--- src/rtl/fifo_mon_pkg.sv ---
package fifo_mon_pkg;
  typedef enum logic [1:0] {
    ERR_NONE = 2'b00,
    ERR_OVF  = 2'b01,
    ERR_UNF  = 2'b10
  } err_code_e;
endpackage

--- src/rtl/occ_tracker.sv ---
module occ_tracker #(
  parameter int DEPTH  = 8,
  parameter int PUSH_W = 1,
  parameter int POP_W  = 1
) (
  input  logic clk,
  input  logic rst_n,
  input  logic push_act,
  input  logic pop_act,
  output logic ovf_ev,
  output logic unf_ev
);
  localparam int CW = $clog2(DEPTH + 1);
  localparam int SW = $clog2(DEPTH + PUSH_W + POP_W + 1) + 1;

  logic [CW-1:0] occ_q;
  logic [SW-1:0] room_need;
  logic [SW-1:0] level_add;
  logic [SW-1:0] level_sub;
  logic [SW-1:0] level_nxt;

  // Occupancy plus incoming entries, and the number of entries requested out.
  always_comb begin
    level_add = SW'(occ_q) + (push_act ? SW'(PUSH_W) : '0);
    level_sub = pop_act ? SW'(POP_W) : '0;
    room_need = SW'(DEPTH) + level_sub;
    ovf_ev    = (level_add > room_need);
    unf_ev    = (level_add < level_sub);
    level_nxt = level_add - level_sub;
  end

  // The count saturates at either end so that later reports stay consistent.
  always_ff @(posedge clk or negedge rst_n) begin
    if (!rst_n)      occ_q <= '0;
    else if (ovf_ev) occ_q <= CW'(DEPTH);
    else if (unf_ev) occ_q <= '0;
    else             occ_q <= CW'(level_nxt);
  end
endmodule

--- src/rtl/err_report.sv ---
module err_report
  import fifo_mon_pkg::*;
(
  input  logic       clk,
  input  logic       rst_n,
  input  logic       ovf_ev,
  input  logic       unf_ev,
  output logic       ovf_pulse,
  output logic       unf_pulse,
  output logic       ovf_sticky,
  output logic       unf_sticky,
  output logic [1:0] err_code
);
  err_code_e code_q;

  always_ff @(posedge clk or negedge rst_n) begin
    if (!rst_n) begin
      ovf_pulse  <= 1'b0;
      unf_pulse  <= 1'b0;
      ovf_sticky <= 1'b0;
      unf_sticky <= 1'b0;
      code_q     <= ERR_NONE;
    end else begin
      ovf_pulse <= ovf_ev;
      unf_pulse <= unf_ev;
      if (ovf_ev) begin
        ovf_sticky <= 1'b1;
        code_q     <= ERR_OVF;
      end
      if (unf_ev) begin
        unf_sticky <= 1'b1;
        code_q     <= ERR_UNF;
      end
    end
  end

  assign err_code = code_q;
endmodule

--- src/rtl/fifo_occ_mon.sv ---
module fifo_occ_mon #(
  parameter int DEPTH  = 8,
  parameter int PUSH_W = 1,
  parameter int POP_W  = 1
) (
  input  logic       clk,
  input  logic       rst_n,
  input  logic       en,
  input  logic       push,
  input  logic       pop,
  output logic       ovf_pulse,
  output logic       unf_pulse,
  output logic       ovf_sticky,
  output logic       unf_sticky,
  output logic [1:0] err_code
);
  logic push_act, pop_act, ovf_ev, unf_ev;

  assign push_act = en & push;
  assign pop_act  = en & pop;

  occ_tracker #(.DEPTH(DEPTH), .PUSH_W(PUSH_W), .POP_W(POP_W)) u_occ (
    .clk(clk), .rst_n(rst_n), .push_act(push_act), .pop_act(pop_act),
    .ovf_ev(ovf_ev), .unf_ev(unf_ev)
  );

  err_report u_rep (
    .clk(clk), .rst_n(rst_n), .ovf_ev(ovf_ev), .unf_ev(unf_ev),
    .ovf_pulse(ovf_pulse), .unf_pulse(unf_pulse),
    .ovf_sticky(ovf_sticky), .unf_sticky(unf_sticky), .err_code(err_code)
  );
endmodule

--- config.mk ---
export PLATFORM = sky130hd
export DESIGN_NAME = fifo_occ_mon
export DESIGN_NICKNAME = d
export VERILOG_FILES = /design/src/rtl/fifo_mon_pkg.sv /design/src/rtl/occ_tracker.sv /design/src/rtl/err_report.sv /design/src/rtl/fifo_occ_mon.sv
export SDC_FILE = /design/constraint.sdc
export NUM_CORES = 1
export LEC_CHECK = 0
export ABC_AREA = 1
export BUFFER_PORTS_ARGS = -buffer_cell sky130_fd_sc_hd__buf_2
export CORE_AREA = 2 2 39 41
export CTS_BUF_LIST = sky130_fd_sc_hd__clkbuf_16
export CTS_CLUSTER_SIZE = 25
export DETAILED_ROUTE_END_ITERATION = 16
export DIE_AREA = 0 0 41 43
export GPL_TIMING_DRIVEN = 0
export PLACE_DENSITY_LB_ADDON = 0.2
export SETUP_SLACK_MARGIN = 0.15
export SLEW_MARGIN = 40
export SYNTH_ARGS = -nofsm -noshare
export SYNTH_HDL_FRONTEND = slang
export SYNTH_SLANG_ARGS = --single-unit
export TNS_END_PERCENT = 5
--- constraint.sdc ---
create_clock -name clk -period 1.38 [get_ports clk]
set_input_delay 0.069 -clock clk [delete_from_list [all_inputs] [get_ports clk]]
set_output_delay 0.069 -clock clk [all_outputs]
set_load 0.02 [all_outputs]
==> results of run 1 <==
==> flip-flops by register name, summed over array words and instances, names as in the netlist <==
signal            count
u_occ.occ_q           4
u_rep.err_code        2
u_rep.ovf_pulse       1
u_rep.ovf_sticky      1
u_rep.unf_pulse       1
u_rep.unf_sticky      1
==> synth_stat cells <==
cell type / count
o21ai_1: 1
nand2_2: 3
nand3_4: 1
or2_1: 2
ha_1: 4
nor3_2: 1
o21bai_1: 1
xor2_1: 1
nand3_1: 3
nor2_1: 5
inv_1: 10
inv_2: 2
dfrtp_1: 10
nand4_1: 1
nand2_1: 14
nand3_2: 2
==> cells in the final DEF, fill, tap and decap left out <==
cell type / n
clkbuf_16: 3
nand2_4: 1
clkinv_1: 1
nand3_1: 2
nor2_1: 5
nor3_2: 1
inv_1: 9
xor2_2: 1
ha_1: 2
buf_2: 10
dlygate4sd3_1: 1
buf_4: 3
inv_2: 3
dfrtp_1: 10
nand4_1: 1
nand3_2: 3
or2_1: 2
nand2_2: 2
nand3_4: 1
ha_4: 1
nand2_1: 14
ha_2: 1
o21bai_1: 1
o21ai_1: 1
==> kinds of logic (layout without fill, tap and decap cells) <==
kind of cell / after synthesis / in the layout / share of synthesized area
xor gates and xnor gates: 1 / 1 / 0.01628
DFF: 10 / 10 / 0.4651
AOI/OAI and AO/OA: 2 / 2 / 0.02325
adders and majority gates: 4 / 4 / 0.09303
buffers and inverters: 12 / 30 / 0.08373
and+or+nand+nor: 32 / 32 / 0.3186
==> worst paths after layout <==
kind	start	to	slack (ns)	depth (start not counted)
setup / recovery	u_occ.occ_q[0]	u_rep.ovf_sticky	-0.13	7
hold / removal	rst_n	u_rep.err_code[1]	0.24	2
setup reg to reg	u_occ.occ_q[0]	u_rep.ovf_sticky	-0.13	7
hold reg to reg	u_rep.ovf_sticky	u_rep.ovf_sticky	0.47	1
max in group asynchronous	rst_n	u_rep.unf_pulse	0.95	2
min in group clk	pop	u_occ.occ_q[0]	0.31	7
==> repair_timing <==
item | in CTS | in global routing
gates resized for setup | 2 | 1
pin swaps | 4 | 1
endpoints found under the hold margin | 10 | 0
endpoints found under the setup margin | 9 | 10
hold buffers | 1 | 0
gates cloned | 0 | 0
setup buffers | 3 | 0
==> per-stage QoR <==
| step | area, µm² | hold WS, ns |
|---|---|---|
| 2_1_floorplan | 555.5 | -0.2266 |
| 3_3_place_gp | 625.6 | -0.06257 |
| 3_5_place_dp | 625.6 | -0.06136 |
| 4_1_cts | 744.5 | 0.2291 |
| 5_1_grt | 752.0 | 0.2809 |
| 6_report | 752.0 | 0.2378 |
==> worst max-delay path: stages, from the launching register on <==
cell and delay [ns]:
dfrtp_1 0.38, ha_1 0.29, inv_2 0.04, ha_4 0.26, nand3_2 0.06, nand3_2 0.09, nand2_4 0.06, or2_1 0.21
==> metal layers <==
layer  GRT usage  routed length (µm)  up-vias
met5           0                   0        -
met3     0.06283                  30        2
met1      0.1694                 391      185
met2      0.2000                 514        7
met4      0.1000                  15        0
li1            -                   -      224
==> cell type report <==
| type | instances | area [µm²] |
|---|---|---|
| well taps | 16 | 20.02 |
| fillers | 139 | 631.9 |
| flip-flops and latches | 10 | 250.2 |
| repair buffers | 14 | 82.58 |
| clock buffers | 3 | 75.07 |
| clock inverters | 1 | 3.754 |
| inverters | 12 | 45.04 |
| multi-input cells | 39 | 275.3 |
==> power groups by stage <==
stage	combinational [mW]	sequential, mW	clock, mW
3_3_place_gp	0.610	0.492	0
4_1_cts	0.701	0.496	0.513
2_1_floorplan	0.412	0.556	0
3_5_place_dp	0.626	0.499	0
5_1_grt	0.799	0.508	0.532
6_report	0.705	0.490	0.499
==> impl_metrics.ini, run 1 <==
[power]
p_switching_mw = 0.6119
peakVddDrop_mv = 1.345
switching_share = 0.3613
power.internal_mw = 1.082
p_comb_frac = 0.416
p_total_mw = 1.694
seqPwrFrac = 0.289
p_leak_nw = 0.3945
power_density_mw_per_mm2 = 2252
p_clk_frac = 0.295

[run_status]
violations = negative setup slack
status = complete, but fails checks

[synthesis]
netlist.area_leader.share = 0.4651
avgSynthCellArea_um2 = 8.820
synthTopCellsByArea = dfrtp_1 (47%), nand2_1 (9.8%), ha_1 (9.3%)
synthDistinctLibCells = 16
synth_seq_area_share = 0.4651
ys_warn_count = 0
synth_cells = 61
synth_top_area_cell = dfrtp_1
ys_ff_latch = 10
syn-num-nets = 70
netlist_area_um2 = 538.0

[clocking]
htree_levels = 1
tritoncts = yes
clk_pin_slew_ns = 0.04
clock_sinks = 10
clockBufferDepth = 2
clock_latency_ns = 0.23
cts_inserted_buffers = 3
cts_root_buffer = clkbuf_16

[detailed_routing]
drtAntennaViolNets = 0
vias_per_cell = 4.400
drtIter0Drc = 1
drc = 0
vias = 418
wl_um = 951
routedWlPerCell_um = 10.01
drtPass1Iterations = 2

[timing]
finClkSkew_ns = 0.004133
setup_tns_ns = -0.5954
clock.fmax_mhz = 663.4
final_hold_viol_count = 0
setup_ws_ns = -0.1275
rsz0062_at_grt = true
period_share = 1.092
post-route-min-period_ns = 1.507
slew-limit-headroom = 0.8506
finalSetupViolCount = 7
worst_pin_slew_ns = 0.2241
slew_violations = 0

[global_routing]
gr-total-overflow = 0
grt_max_degree = 11
grt_pass1_vias = 395
track_usage = 0.1440
grt_pass1_wl_um = 1573
antenna_found_initial = 0

[placement]
place.gp.congestion = 0.7101
portBuffers = 10
placed_cells = 87
pre_cts_ws_ns = -0.1676
dp_hpwl_um = 712.1

[floorplanning]
dieArea_mm2 = 0.001763
core_mm2 = 0.001384
rows = 14
die_height_um = 43
start_util = 0.3888
boundaryPins = 11
dieWidth_um = 41

[cells_and_area]
drive_gt1_frac = 0.3797
diodes = 0
syn2layout_area_growth_pct = 39.77
stdcell_count = 95
fin_util = 0.5434
layout.nets = 89

[run]
cap_viol_max_count = 0

[critical_path]
cp_data_arrival_time_ns = 1.62
endpoint_kind = flop
crit_fanout = 3
worst-endpoint-required_ns = 1.49
cp-start-kind = flop
worst-setup-path-type = flop to flop

[hold_path]
hold_path_class = input pin to async pin
Note: power is estimated with default switching activity, not from simulation.
==> inputs of run 2 (changes only) <==
--- a/config.mk
+++ b/config.mk
@@ -12,7 +12,6 @@
 export CTS_CLUSTER_SIZE = 25
 export DETAILED_ROUTE_END_ITERATION = 16
 export DIE_AREA = 0 0 41 43
-export GPL_TIMING_DRIVEN = 0
 export PLACE_DENSITY_LB_ADDON = 0.2
 export SETUP_SLACK_MARGIN = 0.15
 export SLEW_MARGIN = 40
==> run 2 against run 1 <==
  * The flow still finishes with violations (negative setup slack)
  * Maximum frequency rose by 0.22%
  * Critical path depth did not move
  * Global-route usage rose by 2.3 points
  * Non-clock buffer count did not move
  * First-iteration DRC count rose to 6.0 times the previous value
  * Utilization rose by 1.4 points
  * Clock power barely moved
  * Count of clock-buffer cells in the layout did not move
  * Via count rose by 3.3%
  * Flip-flop and latch count did not move
  * Highest routed layer unchanged
==> impl_metrics.ini, run 2 (same netlist as run 1, synthesis figures left out) <==
[global_routing]
track_usage = 0.1673
antenna_found_initial = 0
grt_pass1_vias = 427
grt_max_degree = 11
grt_pass1_wl_um = 1780
gr-total-overflow = 0

[power]
peakVddDrop_mv = 1.161
power.internal_mw = 1.104
p_leak_nw = 0.3888
p_switching_mw = 0.6524
p_clk_frac = 0.282
switching_share = 0.3714
p_comb_frac = 0.432
power_density_mw_per_mm2 = 2279
p_total_mw = 1.757
seqPwrFrac = 0.286

[clocking]
htree_levels = 1
cts_root_buffer = clkbuf_16
tritoncts = yes
clock_latency_ns = 0.23
cts_inserted_buffers = 3
clockBufferDepth = 2
clock_sinks = 10
clk_pin_slew_ns = 0.04

[critical_path]
worst-endpoint-required_ns = 1.49
cp_data_arrival_time_ns = 1.62
cp-startpoint = u_occ.occ_q[0]
ff2ff_path_depth = 7
ff2ff_setup_slack_ns = -0.12
crit_chain = ha_4 > inv_2 > ha_4 > nand3_2 > nand3_2 > nand2_2 > or2_1
critPathCapture = u_rep.ovf_sticky
crit_fanout = 3
reg2reg_from = u_occ.occ_q[0]
endpoint_kind = flop
cp.depth = 7
worst-setup-path-type = flop to flop
crit_slowest_cell = dfrtp_1
reg2reg_to = u_rep.ovf_sticky
crit_buf_inv = 1
path_delay_family = adder cells
cp-start-kind = flop
slowest_delay_ns = 0.40

[placement]
placed_area_um2 = 640.6
placed_cells = 89
portBuffers = 10
dp_hpwl_um = 749.5
pre_cts_ws_ns = -0.1288
place.gp.congestion = 0.7100

[floorplanning]
start_util = 0.3888
rows = 14
core_mm2 = 0.001384
dieArea_mm2 = 0.001763
die_height_um = 43
boundaryPins = 11
dieWidth_um = 41

[timing]
rsz0062_at_grt = true
worst_pin_slew_ns = 0.2369
post-route-min-period_ns = 1.504
slew-limit-headroom = 0.8421
slew_violations = 0
setup_ws_ns = -0.1242
final_hold_viol_count = 0
setup_tns_ns = -0.4920
clock.fmax_mhz = 664.8
finalSetupViolCount = 6
period_share = 1.090
finClkSkew_ns = 0.002508

[hold_path]
hold_path_class = input pin to async pin

[detailed_routing]
drc = 0
drtPass1Iterations = 4
met2_length_um = 542
routed-wl-met3_um = 62
drtIter0Drc = 6
vias_per_cell = 4.596
top_layer = met4
drtAntennaViolNets = 0
met1_length_um = 425
vias = 432
wl_um = 1064
routedWlPerCell_um = 11.32

[cells_and_area]
drive_gt1_frac = 0.4615
layout.nets = 89
diodes = 0
final_common_cell = nand2_1
stdcell_count = 94
syn2layout_area_growth_pct = 43.26
n_fill_cell = 127
largest_reg_flops = 4
design_area_um2 = 770.7
final_cell_mix = nand2_1 (13), buf_2 (10), dfrtp_1 (10)
largest-register = u_occ.occ_q

[run]
cap_viol_max_count = 0

[run_status]
status = complete, but fails checks
violations = negative setup slack
run 2: metrics by stage:
step             util  hold WS [ns]
2_1_floorplan       -       -0.2266
4_1_cts        0.5407        0.2364
5_1_grt        0.5570        0.2848
3_5_place_dp   0.4629      -0.05951
3_3_place_gp   0.4629      -0.05862
6_report       0.5570        0.2414
run 2: how the worst min path moves through the flow:
stage,from,end,slack (ns),cells after the start
2_1_floorplan,rst_n,u_occ.occ_q[0],-0.23,0
3_3_place_gp,rst_n,u_occ.occ_q[3],-0.06,1
3_5_place_dp,rst_n,u_occ.occ_q[3],-0.06,1
4_1_cts,rst_n,u_occ.occ_q[3],0.24,2
5_1_grt,rst_n,u_occ.occ_q[3],0.28,2
6_report,rst_n,u_occ.occ_q[3],0.24,2
run 2: worst register-to-register path, delay by kind of cell (launching register included):
kind                     cells  cell delay (ns)
adder cells (fa/ha/maj)      2             0.53
AND/OR/NAND/NOR              4             0.42
flip-flops                   1             0.40
buffers and inverters        1             0.04
run 2: power by group through the flow:
stage               clock, mW  combinational (mW)  sequential (mW)
floorplan                   0               0.412            0.556
global placement            0               0.656            0.492
detailed placement          0               0.672            0.499
global route            0.524               0.867            0.522
CTS                     0.508               0.714            0.505
finish                  0.496               0.759            0.502
run 2: timing repair:
item / 4_1_cts / 5_1_grt
pin swaps: 5 / 1
buffers inserted: 1 / 0
endpoints found under the setup margin: 9 / 10
hold endpoints to repair: 10 / 0
gates resized for setup: 2 / 6
hold buffers: 1 / 0
run 2: cell type report:
| cell class | count | area (µm²) | area share |
|---|---|---|---|
| clock buffers | 3 | 75.07 | 0.09740 |
| inverters | 12 | 45.04 | 0.05844 |
| multi-input cells | 39 | 297.8 | 0.3864 |
| flip-flops and latches | 10 | 250.2 | 0.3247 |
| well taps | 16 | 20.02 | 0.02597 |
| repair buffers | 14 | 82.58 | 0.1071 |
run 2: routing by layer:
layer  track usage  vias up
met5             0        -
met4        0.1200        0
met3       0.09424        5
met2        0.2281       12
met1        0.1860      192
li1              -      223
==> inputs of run 3 (changes only) <==
--- a/config.mk
+++ b/config.mk
@@ -5,13 +5,13 @@
 export SDC_FILE = /design/constraint.sdc
 export NUM_CORES = 1
 export LEC_CHECK = 0
-export ABC_AREA = 1
 export BUFFER_PORTS_ARGS = -buffer_cell sky130_fd_sc_hd__buf_2
-export CORE_AREA = 2 2 39 41
+export CELL_PAD_IN_SITES_DETAIL_PLACEMENT = 0
+export CELL_PAD_IN_SITES_GLOBAL_PLACEMENT = 1
+export CORE_UTILIZATION = 35
 export CTS_BUF_LIST = sky130_fd_sc_hd__clkbuf_16
 export CTS_CLUSTER_SIZE = 25
 export DETAILED_ROUTE_END_ITERATION = 16
-export DIE_AREA = 0 0 41 43
 export PLACE_DENSITY_LB_ADDON = 0.2
 export SETUP_SLACK_MARGIN = 0.15
 export SLEW_MARGIN = 40
==> run 3 against run 2 <==
  * The flow still finishes with violations (negative setup slack)
  * Non-clock buffer count is 7 higher
  * Total power is 1.2% lower
  * Global-route usage is 3.1 points lower
  * Routed wire length is 12% higher
  * Clock skew is 0.00050 ns higher
  * Critical path depth is 1 higher
  * Register-to-register slack worse by 0.41 ns
  * Design area is 7.0% higher
  * Flip-flop and latch count stayed put
  * Combinational power is 6.7% lower
  * Count of clock-buffer cells in the layout stayed put
  * Critical endpoint is now u_rep.err_code[1]
  * Highest routed layer is now met3
==> impl_metrics.ini, run 3 <==
[cells_and_area]
drive_gt1_frac = 0.4125
largest-register = u_occ.occ_q
design_area_um2 = 824.5
largest_reg_flops = 4
syn2layout_area_growth_pct = 42.03
diodes = 0
stdcell_count = 96
n_fill_cell = 149
layout.nets = 90
final_cell_mix = buf_2 (10), buf_4 (10), dfrtp_1 (10)

[critical_path]
ff2ff_path_depth = 8
cp-startpoint = u_occ.occ_q[0]
crit_fanout = 4
cp_data_arrival_time_ns = 2.02
reg2reg_from = u_occ.occ_q[0]
cp-start-kind = flop
worst-endpoint-required_ns = 1.50
worst-setup-path-type = flop to flop
ff2ff_setup_slack_ns = -0.53
critPathCapture = u_rep.err_code[1]
endpoint_kind = flop
reg2reg_to = u_rep.err_code[1]

[synthesis]
synthDistinctLibCells = 29
synth_edf_count = 0
synth_cells = 58
netlist.area_leader.share = 0.4310
dominantRegCellSynth = dfrtp_1
ys_ff_latch = 10
avgSynthCellArea_um2 = 10.01
synth_seq_area_share = 0.4310
synth_common_cells = dfrtp_1 (10), nor2_1 (7), ha_1 (4), nand2_1 (4)
ys_async_sr_fraction = 1.000
netlist_area_um2 = 580.6
synth.most_common_cell = dfrtp_1
synth_top_area_cell = dfrtp_1
ys_warn_count = 0
syn-num-nets = 67
synthTopCellsByArea = dfrtp_1 (43%), ha_1 (8.6%), nor2_1 (4.5%)

[timing]
setup_ws_ns = -0.5293
worst_pin_slew_ns = 0.5080
finalSetupViolCount = 10
clock.fmax_mhz = 523.8
slew_violations = 0
post-route-min-period_ns = 1.909
period_share = 1.384
finClkSkew_ns = 0.003012
rsz0062_at_grt = true
final_hold_viol_count = 0
slew-limit-headroom = 0.6578

[clocking]
clk_pin_slew_ns = 0.04
htree_levels = 1
clock_sinks = 10
clockBufferDepth = 2
cts_inserted_buffers = 3
cts_root_buffer = clkbuf_16
cts_setup_buffers = 0
tritoncts = yes
clock_latency_ns = 0.23

[run]
cap_viol_max_count = 0

[floorplanning]
rows = 14
start_util = 0.3810
boundaryPins = 11
dieArea_mm2 = 0.001825
core_mm2 = 0.001524
die_height_um = 42.73
dieWidth_um = 42.73

[placement]
pre_cts_ws_ns = -0.5574
dp_hpwl_um = 833.5
place.gp.congestion = 0.7393
placed_cells = 91
portBuffers = 10
placed_area_um2 = 708.2

[global_routing]
gr-total-overflow = 0
track_usage = 0.1365
grt_pass1_vias = 430
grt_pass1_wl_um = 1780
grt_max_degree = 12
antenna_found_initial = 0

[power]
power_density_mw_per_mm2 = 2106
power.internal_mw = 1.135
switching_share = 0.3465
p_comb_frac = 0.408
seqPwrFrac = 0.302
p_total_mw = 1.736
p_leak_nw = 0.3903
peakVddDrop_mv = 1.326
p_switching_mw = 0.6017
p_clk_frac = 0.290

[detailed_routing]
wl_um = 1188
drtIter0Drc = 8
drc = 0
drtPass1Iterations = 4
drtAntennaViolNets = 0
routedWlPerCell_um = 12.38
vias_per_cell = 4.990
vias = 479

[run_status]
status = complete, but fails checks
violations = negative setup slack

[hold_path]
hold_path_class = input pin to async pin
run 3: power by group through the flow:
stage	Combinational (mW)	Clock (mW)	Sequential [mW]
2_1_floorplan	0.458	0	0.539
3_3_place_gp	0.650	0	0.521
3_5_place_dp	0.658	0	0.523
4_1_cts	0.669	0.517	0.519
5_1_grt	0.768	0.530	0.541
6_report	0.708	0.503	0.525
run 3: cells by family after synthesis:
family / after synthesis / synth area share
compound gates: 10 / 0.1229
fa+ha+maj: 4 / 0.08621
buf+inv: 6 / 0.06680
simple gates: 25 / 0.2478
flops: 10 / 0.4310
xor+xnor: 3 / 0.04527
run 3: repair_timing:
action,CTS,global route
endpoints found under the hold margin,10,0
endpoints found under the setup margin,10,10
hold buffers,1,0
resized for setup,1,3
pin swaps,3,0
run 3: how the worst min path moves through the flow:
stage / endpoint / startpoint / slack (ns) / cells past startpoint
2_1_floorplan: u_occ.occ_q[0] / rst_n / -0.23 / 0
3_3_place_gp: u_rep.unf_pulse / rst_n / -0.06 / 1
3_5_place_dp: u_rep.unf_pulse / rst_n / -0.06 / 1
4_1_cts: u_rep.unf_pulse / rst_n / 0.23 / 2
5_1_grt: u_rep.err_code[1] / rst_n / 0.28 / 2
6_report: u_rep.unf_sticky / rst_n / 0.23 / 2
run 3: area by class of cell:
cell class	count	area [µm²]	share of cell area
multi-input combinational	42	329.1	0.3991
clock buffer	3	75.07	0.09105
timing repair buffer	21	135.1	0.1639
clock inverter	1	3.754	0.004552
tap	16	20.02	0.02428
sequential	10	250.2	0.3035
inverter	3	11.26	0.01366
run 3: critical path: stages, from the launching register on:
cell and delay (ns):
dfrtp_1 0.40, ha_4 0.27, inv_2 0.03, ha_4 0.15, or2b_1 0.17, a211oi_2 0.07, or3_4 0.43, o21ai_4 0.18
o21bai_1 0.08
run 3: stage by stage:
stage	hold slack (ns)	setup TNS (ns)	util
floorplan	-0.2266	-3.165	-
global placement	-0.06348	-4.342	0.4647
detailed placement	-0.06228	-4.062	0.4647
CTS	0.2270	-4.081	0.5263
global route	0.2765	-4.258	0.5411
finish	0.2318	-3.794	0.5411
run 3: layer usage:
metal	routed length, µm	part of all wire	global-route usage	up-vias
met4	0	0	0.03750	0
met5	0	0	0	-
li1	-	-	-	242
met2	618	0.52	0.2091	7
met1	529	0.45	0.1639	230
met3	41	0.035	0.07660	0
